===== config.mk =====
export PLATFORM = sky130hd
export DESIGN_NAME = fault_guard
export DESIGN_NICKNAME = d
export VERILOG_FILES = /design/src/rtl/fg_pkg.sv /design/src/rtl/fg_sync.sv /design/src/rtl/fg_ocp_seq.sv /design/src/rtl/fault_guard.sv
export SDC_FILE = /design/constraint.sdc
export NUM_CORES = 1
export LEC_CHECK = 0
export BUFFER_PORTS_ARGS = -buffer_cell sky130_fd_sc_hd__buf_4
export CORE_UTILIZATION = 59
export DETAILED_ROUTE_END_ITERATION = 12
export PLACE_DENSITY = 0.78
export SLEW_MARGIN = 20
export SYNTH_ARGS = -nofsm -noshare
export SYNTH_HDL_FRONTEND = slang
export SYNTH_SLANG_ARGS = --single-unit

===== constraint.sdc =====
create_clock -name clk_i -period 2.1 [get_ports clk_i]
set_input_delay 0.42 -clock clk_i [delete_from_list [all_inputs] [get_ports clk_i]]
set_output_delay 0.42 -clock clk_i [all_outputs]
set_load 0.01 [all_outputs]

===== src/rtl/fg_pkg.sv =====
package fg_pkg;

   typedef enum logic {
      OCP_WATCH = 1'b0,
      OCP_LOCK  = 1'b1
   } ocp_state_t;

   typedef struct packed {
      logic uv;
      logic oc;
      logic ot;
   } fault_vec_t;

   localparam int unsigned FAULT_SRC_N = 3;

endpackage


===== src/rtl/fg_sync.sv =====
module fg_sync #(
   parameter int unsigned WIDTH  = 1,
   parameter int unsigned STAGES = 2
) (
   input  logic             clk_i,
   input  logic             rst_ni,
   input  logic [WIDTH-1:0] d_i,
   output logic [WIDTH-1:0] q_o
);

   if (WIDTH < 1) begin : g_bad_width
      $error("fg_sync: WIDTH must be at least 1");
   end
   if (STAGES > 8) begin : g_bad_stages
      $error("fg_sync: STAGES above 8 is not supported");
   end

   if (STAGES == 0) begin : g_bypass
      assign q_o = d_i;
   end else begin : g_chain
      logic [STAGES-1:0][WIDTH-1:0] pipe_q;

      always_ff @(posedge clk_i or negedge rst_ni) begin
         if (!rst_ni) begin
            pipe_q <= '0;
         end else begin
            pipe_q[0] <= d_i;
            for (int s = 1; s < int'(STAGES); s++) begin
               pipe_q[s] <= pipe_q[s-1];
            end
         end
      end

      assign q_o = pipe_q[STAGES-1];
   end

endmodule


===== src/rtl/fg_ocp_seq.sv =====
module fg_ocp_seq
   import fg_pkg::*;
#(
   parameter int unsigned DEGLITCH_CYC = 100,
   parameter int unsigned RETRY_CYC    = 150000
) (
   input  logic clk_i,
   input  logic rst_ni,
   input  logic oc_i,
   input  logic hold_i,
   output logic lock_o
);

   localparam int unsigned DG_W   = $clog2(DEGLITCH_CYC + 1);
   localparam int unsigned RT_W   = $clog2(RETRY_CYC + 1);
   localparam logic [DG_W-1:0] DG_LAST = DG_W'(DEGLITCH_CYC - 1);
   localparam logic [RT_W-1:0] RT_LAST = RT_W'(RETRY_CYC - 1);

   if (DEGLITCH_CYC < 1) begin : g_bad_dg
      $error("fg_ocp_seq: DEGLITCH_CYC must be at least 1");
   end
   if (RETRY_CYC < 1) begin : g_bad_rt
      $error("fg_ocp_seq: RETRY_CYC must be at least 1");
   end

   ocp_state_t      state_q;
   logic [DG_W-1:0] dg_q;
   logic [RT_W-1:0] rt_q;

   always_ff @(posedge clk_i or negedge rst_ni) begin
      if (!rst_ni) begin
         state_q <= OCP_WATCH;
         dg_q    <= '0;
         rt_q    <= '0;
      end else if (hold_i) begin
         state_q <= OCP_WATCH;
         dg_q    <= '0;
         rt_q    <= '0;
      end else begin
         unique case (state_q)
            OCP_WATCH: begin
               if (!oc_i) begin
                  dg_q <= '0;
               end else if (dg_q == DG_LAST) begin
                  state_q <= OCP_LOCK;
                  dg_q    <= '0;
                  rt_q    <= '0;
               end else begin
                  dg_q <= dg_q + 1'b1;
               end
            end
            OCP_LOCK: begin
               if (rt_q == RT_LAST) begin
                  state_q <= OCP_WATCH;
                  rt_q    <= '0;
                  dg_q    <= '0;
               end else begin
                  rt_q <= rt_q + 1'b1;
               end
            end
            default: state_q <= OCP_WATCH;
         endcase
      end
   end

   assign lock_o = (state_q == OCP_LOCK);

   // a lock only begins after an overcurrent sample with no hold
   a_r1_lock_needs_oc: assert property (@(posedge clk_i) disable iff (!rst_ni)
      $rose(lock_o) |-> ($past(oc_i) && !$past(hold_i)));

   // the deglitch count never passes its window
   a_r1_dg_bounded: assert property (@(posedge clk_i) disable iff (!rst_ni)
      dg_q < DG_W'(DEGLITCH_CYC));

   // without a hold, a lock ends only when the retry window is complete
   a_r2_full_retry: assert property (@(posedge clk_i) disable iff (!rst_ni)
      ($fell(lock_o) && !$past(hold_i)) |-> ($past(rt_q) == RT_LAST));

   // a hold clears the lock by the next cycle
   a_r4_hold_clears: assert property (@(posedge clk_i) disable iff (!rst_ni)
      hold_i |=> !lock_o);

endmodule


===== src/rtl/fault_guard.sv =====
module fault_guard
   import fg_pkg::*;
#(
   parameter int unsigned DEGLITCH_CYC = 100,
   parameter int unsigned RETRY_CYC    = 150000,
   parameter int unsigned SYNC_STAGES  = 2
) (
   input  logic clk_i,
   input  logic rst_ni,
   input  logic uv_flag_i,
   input  logic oc_flag_i,
   input  logic ot_flag_i,
   output logic bridge_off_o,
   output logic fault_n_o,
   output logic stat_uv_o,
   output logic stat_oc_o,
   output logic stat_ot_o
);

   fault_vec_t raw_flags;
   fault_vec_t sync_flags;
   fault_vec_t active;
   logic       oc_lock;

   assign raw_flags = '{uv: uv_flag_i, oc: oc_flag_i, ot: ot_flag_i};

   fg_sync #(
      .WIDTH  (FAULT_SRC_N),
      .STAGES (SYNC_STAGES)
   ) u_sync (
      .clk_i  (clk_i),
      .rst_ni (rst_ni),
      .d_i    (raw_flags),
      .q_o    (sync_flags)
   );

   fg_ocp_seq #(
      .DEGLITCH_CYC (DEGLITCH_CYC),
      .RETRY_CYC    (RETRY_CYC)
   ) u_ocp (
      .clk_i  (clk_i),
      .rst_ni (rst_ni),
      .oc_i   (sync_flags.oc),
      .hold_i (sync_flags.uv),
      .lock_o (oc_lock)
   );

   assign active = '{uv: sync_flags.uv, oc: oc_lock, ot: sync_flags.ot};

   assign stat_uv_o    = active.uv;
   assign stat_oc_o    = active.oc;
   assign stat_ot_o    = active.ot;
   assign bridge_off_o = |active;
   assign fault_n_o    = ~(|active);

   // synchronized undervoltage always forces the bridge off
   a_r5_uv_blocks: assert property (@(posedge clk_i) disable iff (!rst_ni)
      sync_flags.uv |-> bridge_off_o);

   // synchronized over-temperature always forces the bridge off
   a_r6_ot_blocks: assert property (@(posedge clk_i) disable iff (!rst_ni)
      sync_flags.ot |-> bridge_off_o);

   // an overcurrent lock never coexists with a held undervoltage
   a_r4_uv_over_oc: assert property (@(posedge clk_i) disable iff (!rst_ni)
      (sync_flags.uv && $past(sync_flags.uv)) |-> !stat_oc_o);

endmodule


# Yosys cells after proc, flatten, opt, wreduce, memory -nomap -nowiden

Cells that the tools add are included.

Output and inout port bits: 5
Register bits: 32
Bits of input ports: 5

Mux-type cells: 15
Bitwise operators: 2
Equality and inequality tests: 5
$add $sub $neg: 2
Reductions and logical operators: 2

Operator list:

| cell                                           | number |
|---|---|
| two-way mux 18 bit                             | 4 |
| case mux 18 bit (2 select lines)               | 1 |
| two-way mux 7 bit                              | 4 |
| adder 18 x 1 -> 18 bit (second input constant) | 1 |
| equality test 18 bit (second input constant)   | 1 |
| case mux 7 bit (2 select lines)                | 1 |
| adder 7 x 1 -> 7 bit (second input constant)   | 1 |
| equality test 7 bit (second input constant)    | 1 |
| != test 3 bit (second input constant)          | 2 |
| two-way mux 1 bit                              | 4 |
| != test 3 x 2 -> 1 bit (second input constant) | 1 |
| OR reduction 3 bit                             | 1 |
| inverter 1 bit                                 | 2 |
| case mux 1 bit (2 select lines)                | 1 |
| AND reduction 2 bit                            | 1 |

# Logic depth before layout (Yosys ltp)

Depth after elaboration: 5
Gate-level depth with buffers: 7
Gate-level depth less buffers: 6

# Cells and area by module

Synthesis repeated with hierarchy kept, for this count alone.

Cells, all modules: 168
Area total of the unflattened synthesis: 1630.3 sq um

Modules (own cells, without submodules):

| module      | cells each | seq. area each (sq um) | instances | area an instance (sq um) |
|---|---|---|---|---|
| fg_ocp_seq  | 157        | 650.6                  | 1         | 1446.4 |
| fg_sync     | 9          | 150.1                  | 1         | 172.7 |
| fault_guard | 2          | 0.0                    | 1         | 11.3 |

# Worst setup path before layout

OpenSTA, ideal clock, no wires.

Path type: reg2reg
From: reg u_ocp.dg_q[3]
To: reg u_ocp.rt_q[4]
Arrival: 1.517 ns
Slack: 0.455 ns
Clock period less this slack: 1.645 ns
Library setup time: 0.128 ns
Cell stages (with the launch flop): 7
Cells stage by stage: dfrtp_1 or4b_4 nor2_4 a211oi_4 buf_6 o21ai_1 o31ai_1

Longest elaborated chain between the ends: 3

Ends and longest elaborated chain:

| what                             | RTL line         | RTL |
|---|---|---|
| start, declared                  | fg_ocp_seq.sv:27 | `logic [DG_W-1:0] dg_q;` |
| start signal, assigned           | fg_ocp_seq.sv:49 | `dg_q <= dg_q + 1'b1;` |
| equality test 7 bit              | fg_ocp_seq.sv:44 | `end else if (dg_q == DG_LAST) begin` |
| != test 3 x 2 -> 1 bit (no line) | -                |  |
| AND reduction 2 bit (no line)    | -                |  |
| end signal, assigned             | fg_ocp_seq.sv:58 | `rt_q <= rt_q + 1'b1;` |
| end, declared                    | fg_ocp_seq.sv:28 | `logic [RT_W-1:0] rt_q;` |

Every way passes these cells.
A chain may end at the register's enable or synchronous reset.

# Final worst setup path

From: reg u_ocp.dg_q[3]
To: reg u_ocp.rt_q[2]

The elaborated chain is that of the path after synthesis.

==> load_flow_metrics.sql <==
INSERT INTO impl_metrics (metric_group, metric, value, unit) VALUES
('status', 'status', 'completed', ''),
('synthesis', 'synth_adder_area_share', '1.51', '%'),
('layout', 'post_layout_nonfiller_instances', '210', ''),
('global_routing', 'maximum_number_of_pins_on_one_net_before_global_route_repair', '33', ''),
('synthesis', 'synth_async_sr_flop_share', '100', '%'),
('synthesis', 'yosys.cell_types.count', '39', ''),
('placed_design', 'port-buffer-count', '9', ''),
('power_and_ir_drop', 'power.density_cell_area', '605', 'mW/mm2'),
('power_and_ir_drop', 'p_leak', '0.782', 'nW'),
('timing', 'setup_tns', '0', 'ps'),
('global_routing', 'global_route.overflow_total', '0', ''),
('clock_network', 'cts_max_path_buffers', '2', ''),
('clock_network', 'tritoncts_num_sinks', '32', ''),
('timing', 'period_minus_slack', '1840', 'ps'),
('synthesis', 'flip_flop_and_latch_count_after_synthesis', '32', ''),
('synthesis', 'synth.cells.most_frequent', 'sky130_fd_sc_hd__dfrtp_1 (32), sky130_fd_sc_hd__nand2_1 (24), sky130_fd_sc_hd__nand3_1 (20)', ''),
('timing', 'timing.final.hold_violations', '0', ''),
('synthesis', 'synth_mux_area_share', '4.31', '%'),
('critical_path', 'timing.critical_path.to_type', 'flop', ''),
('global_routing', 'first_global_vias', '1132', ''),
('synthesis', 'synth-simple-area-share', '29.3', '%'),
('clock_network', 'post_cts_resized', '0', ''),
('synthesis', 'synth_compound_area_share', '12.8', '%'),
('clock_network', 'clock_tree.htree_level_count', '2', ''),
('placed_design', 'post-place-cells', '203', ''),
('route', 'post-route-drc-count', '0', ''),
('power_and_ir_drop', 'peak_vdd_ir', '0.000413', 'V'),
('synthesis', 'yosys.area.top_type_share', '48.4', '%'),
('global_routing', 'wire_length_of_the_first_global_routing_pass', '5160', 'um'),
('synthesis', 'synth_top_cells_by_area', 'sky130_fd_sc_hd__dfrtp_1 (48%), sky130_fd_sc_hd__nand3_1 (6.0%), sky130_fd_sc_hd__nand2_1 (5.4%)', ''),
('layout', 'layout-drive-gt1-share', '13.3', '%'),
('synthesis', 'ys_dominant_reg_cell', 'sky130_fd_sc_hd__dfrtp_1', ''),
('timing', 'setup_viol', '0', ''),
('critical_path', 'timing.critical_path.mode_cell', 'sky130_fd_sc_hd__o21ai_0', ''),
('route', 'total_number_of_vias', '1332', ''),
('critical_path', 'cpLargestDelayFamily', 'simple AND/OR/NAND/NOR gates', ''),
('route', 'met3_wirelength', '99', 'um'),
('floorplanning', 'coreArea', '0.00257', 'mm2'),
('clock_network', 'cts_hold_repair.buffers', '0', ''),
('critical_path', 'crit_path_start_kind', 'flop', ''),
('power_and_ir_drop', 'power_switching_share', '23.1', '%'),
('timing', 'final.setup_skew', '11.6', 'ps'),
('synthesis', 'synth_xor_area_share', '1.06', '%'),
('critical_path', 'worst-endpoint-arrival', '2060', 'ps'),
('route', 'routed_wl', '3290', 'um'),
('synthesis', 'synth-edff-count', '0', ''),
('floorplanning', 'row_count', '18', ''),
('critical_path', 'timing.critical_path.buf_inv', '1', ''),
('power_and_ir_drop', 'power.share.clock', '36.8', '%'),
('synthesis', 'yosys.cell_count.top_type', 'sky130_fd_sc_hd__dfrtp_1', ''),
('synthesis', 'synth_top_family_by_area', 'simple AND/OR/NAND/NOR gates', ''),
('synthesis', 'mappedNetlistArea', '0.00166', 'mm2'),
('power_and_ir_drop', 'p_int', '0.835', 'mW'),
('floorplanning', 'floorplan.initialDensity', '64.5', '%'),
('timing', 'fmaxAchievable', '0.542', 'GHz'),
('global_routing', 'grtUsageTotal', '24.8', '%'),
('clock_network', 'numCtsBuffers', '5', ''),
('clock_network', 'post-cts-setup-buffers', '0', ''),
('route', 'avgRoutedWirePerCell', '15.7', 'um'),
('critical_path', 'setup.worst_path.class', 'reg2reg', ''),
('layout', 'number_of_diodes', '0', ''),
('global_routing', 'antenna_found_initial', '0', ''),
('timing', 'maxSlewViolCount', '0', ''),
('clock_network', 'cts.clk_slew.worst_paths', '110', 'ps'),
('flow_run', 'maxCapViolCount', '0', ''),
('critical_path', 'cpPeakStageDelay', '570', 'ps'),
('power_and_ir_drop', 'sequential_fraction_of_design_power', '58.6', '%'),
('floorplanning', 'boundaryPins', '10', ''),
('power_and_ir_drop', 'share_comb_of_total_power', '4.6', '%'),
('placed_design', 'routability_cong', '0.775', ''),
('timing', 'post-route-period-util', '87.8', '%');
-- path summary, 6_finish.rpt --
check	endpoint	start
max	u_ocp.rt_q[2]	u_ocp.dg_q[3]
min	u_ocp.rt_q[17]	rst_ni
max reg2reg	u_ocp.rt_q[2]	u_ocp.dg_q[3]
min reg2reg	u_sync.q_o[2]	u_sync.g_chain.pipe_q[2]
max in group asynchronous	u_ocp.rt_q[3]	rst_ni
min in group clk_i	u_sync.g_chain.pipe_q[0]	ot_flag_i
-- layer usage --
layer  track usage (%)  vias to the layer above
li1                  -                      641
met1              34.2                      657
met2              38.0                       29
met3              5.74                        5
met4              9.17                        0
met5                 0                        -
-- flip-flops by register name (all words and copies together), names as in the netlist --
name / cells
u_ocp.dg_q: 7
u_ocp.lock_o: 1
u_sync.g_chain.pipe_q: 3
u_ocp.rt_q: 18
u_sync.q_o: 3
-- worst reg2reg max path, stage by stage (launching register included) --
cell and delay, ps:
sky130_fd_sc_hd__dfrtp_1 430, sky130_fd_sc_hd__or4b_4 570, sky130_fd_sc_hd__nor2_4 150, sky130_fd_sc_hd__a211oi_4 70, sky130_fd_sc_hd__buf_4 210, sky130_fd_sc_hd__o21ai_0 170
sky130_fd_sc_hd__o21ai_0 120
-- cell type report --
class / count / area (um2) / area share (%)
well taps: 30 / 37.5 / 2.09
multi-input cells: 130 / 812 / 45.3
repair buffers: 10 / 75.1 / 4.18
inverters: 1 / 3.75 / 0.209
flip-flops and latches: 32 / 801 / 44.6
clock buffers: 7 / 65.1 / 3.63
-- per-stage QoR --
| step | total power [mW] | util (%) | cell area, um2 | hold slack (ps) | setup slack (ps) |
|---|---|---|---|---|---|
| 2_1_floorplan | 0.669 | - | 1660 | 124 | 455 |
| 3_3_place_gp | 0.696 | 67.3 | 1730 | 332 | 359 |
| 3_5_place_dp | 0.699 | 67.3 | 1730 | 340 | 280 |
| 4_1_cts | 1.09 | 69.9 | 1790 | 14.6 | 263 |
| 5_1_grt | 1.12 | 69.9 | 1790 | 43.5 | 166 |
| 6_report | 1.09 | 69.9 | 1790 | 3.84 | 256 |
-- kinds of logic after synthesis --
kind of cell | Yosys count
AND/OR/NAND/NOR | 88
flip-flops | 32
AO/OA/AOI/OAI | 31
multiplexers | 7
buffers and inverters | 6
XOR/XNOR | 2
adder cells (fa/ha/maj) | 2
-- cells in the final DEF, fill, tap and decap left out, drive strengths merged, types with 6 or more instances in the layout --
master | netlist | final
dfrtp | 32 | 32
nand2 | 24 | 24
nand3 | 20 | 20
o21ai | 11 | 11
buf | 4 | 10
nor2 | 9 | 9
a21oi | 7 | 7
clkbuf | 1 | 7
or3 | 6 | 6
mux2i | 6 | 6
nand4 | 6 | 6
-- power by group through the flow --
| stage | Clock (mW) | Combinational [mW] | Sequential (mW) |
|---|---|---|---|
| 5_1_grt | 0.422 | 0.0574 | 0.638 |
| 6_report | 0.400 | 0.0496 | 0.637 |
| 3_5_place_dp | 0 | 0.0503 | 0.649 |
| 4_1_cts | 0.401 | 0.0506 | 0.636 |
| 3_3_place_gp | 0 | 0.0484 | 0.648 |
| 2_1_floorplan | 0 | 0.0217 | 0.647 |
Note: power is estimated with default switching activity, not from simulation.
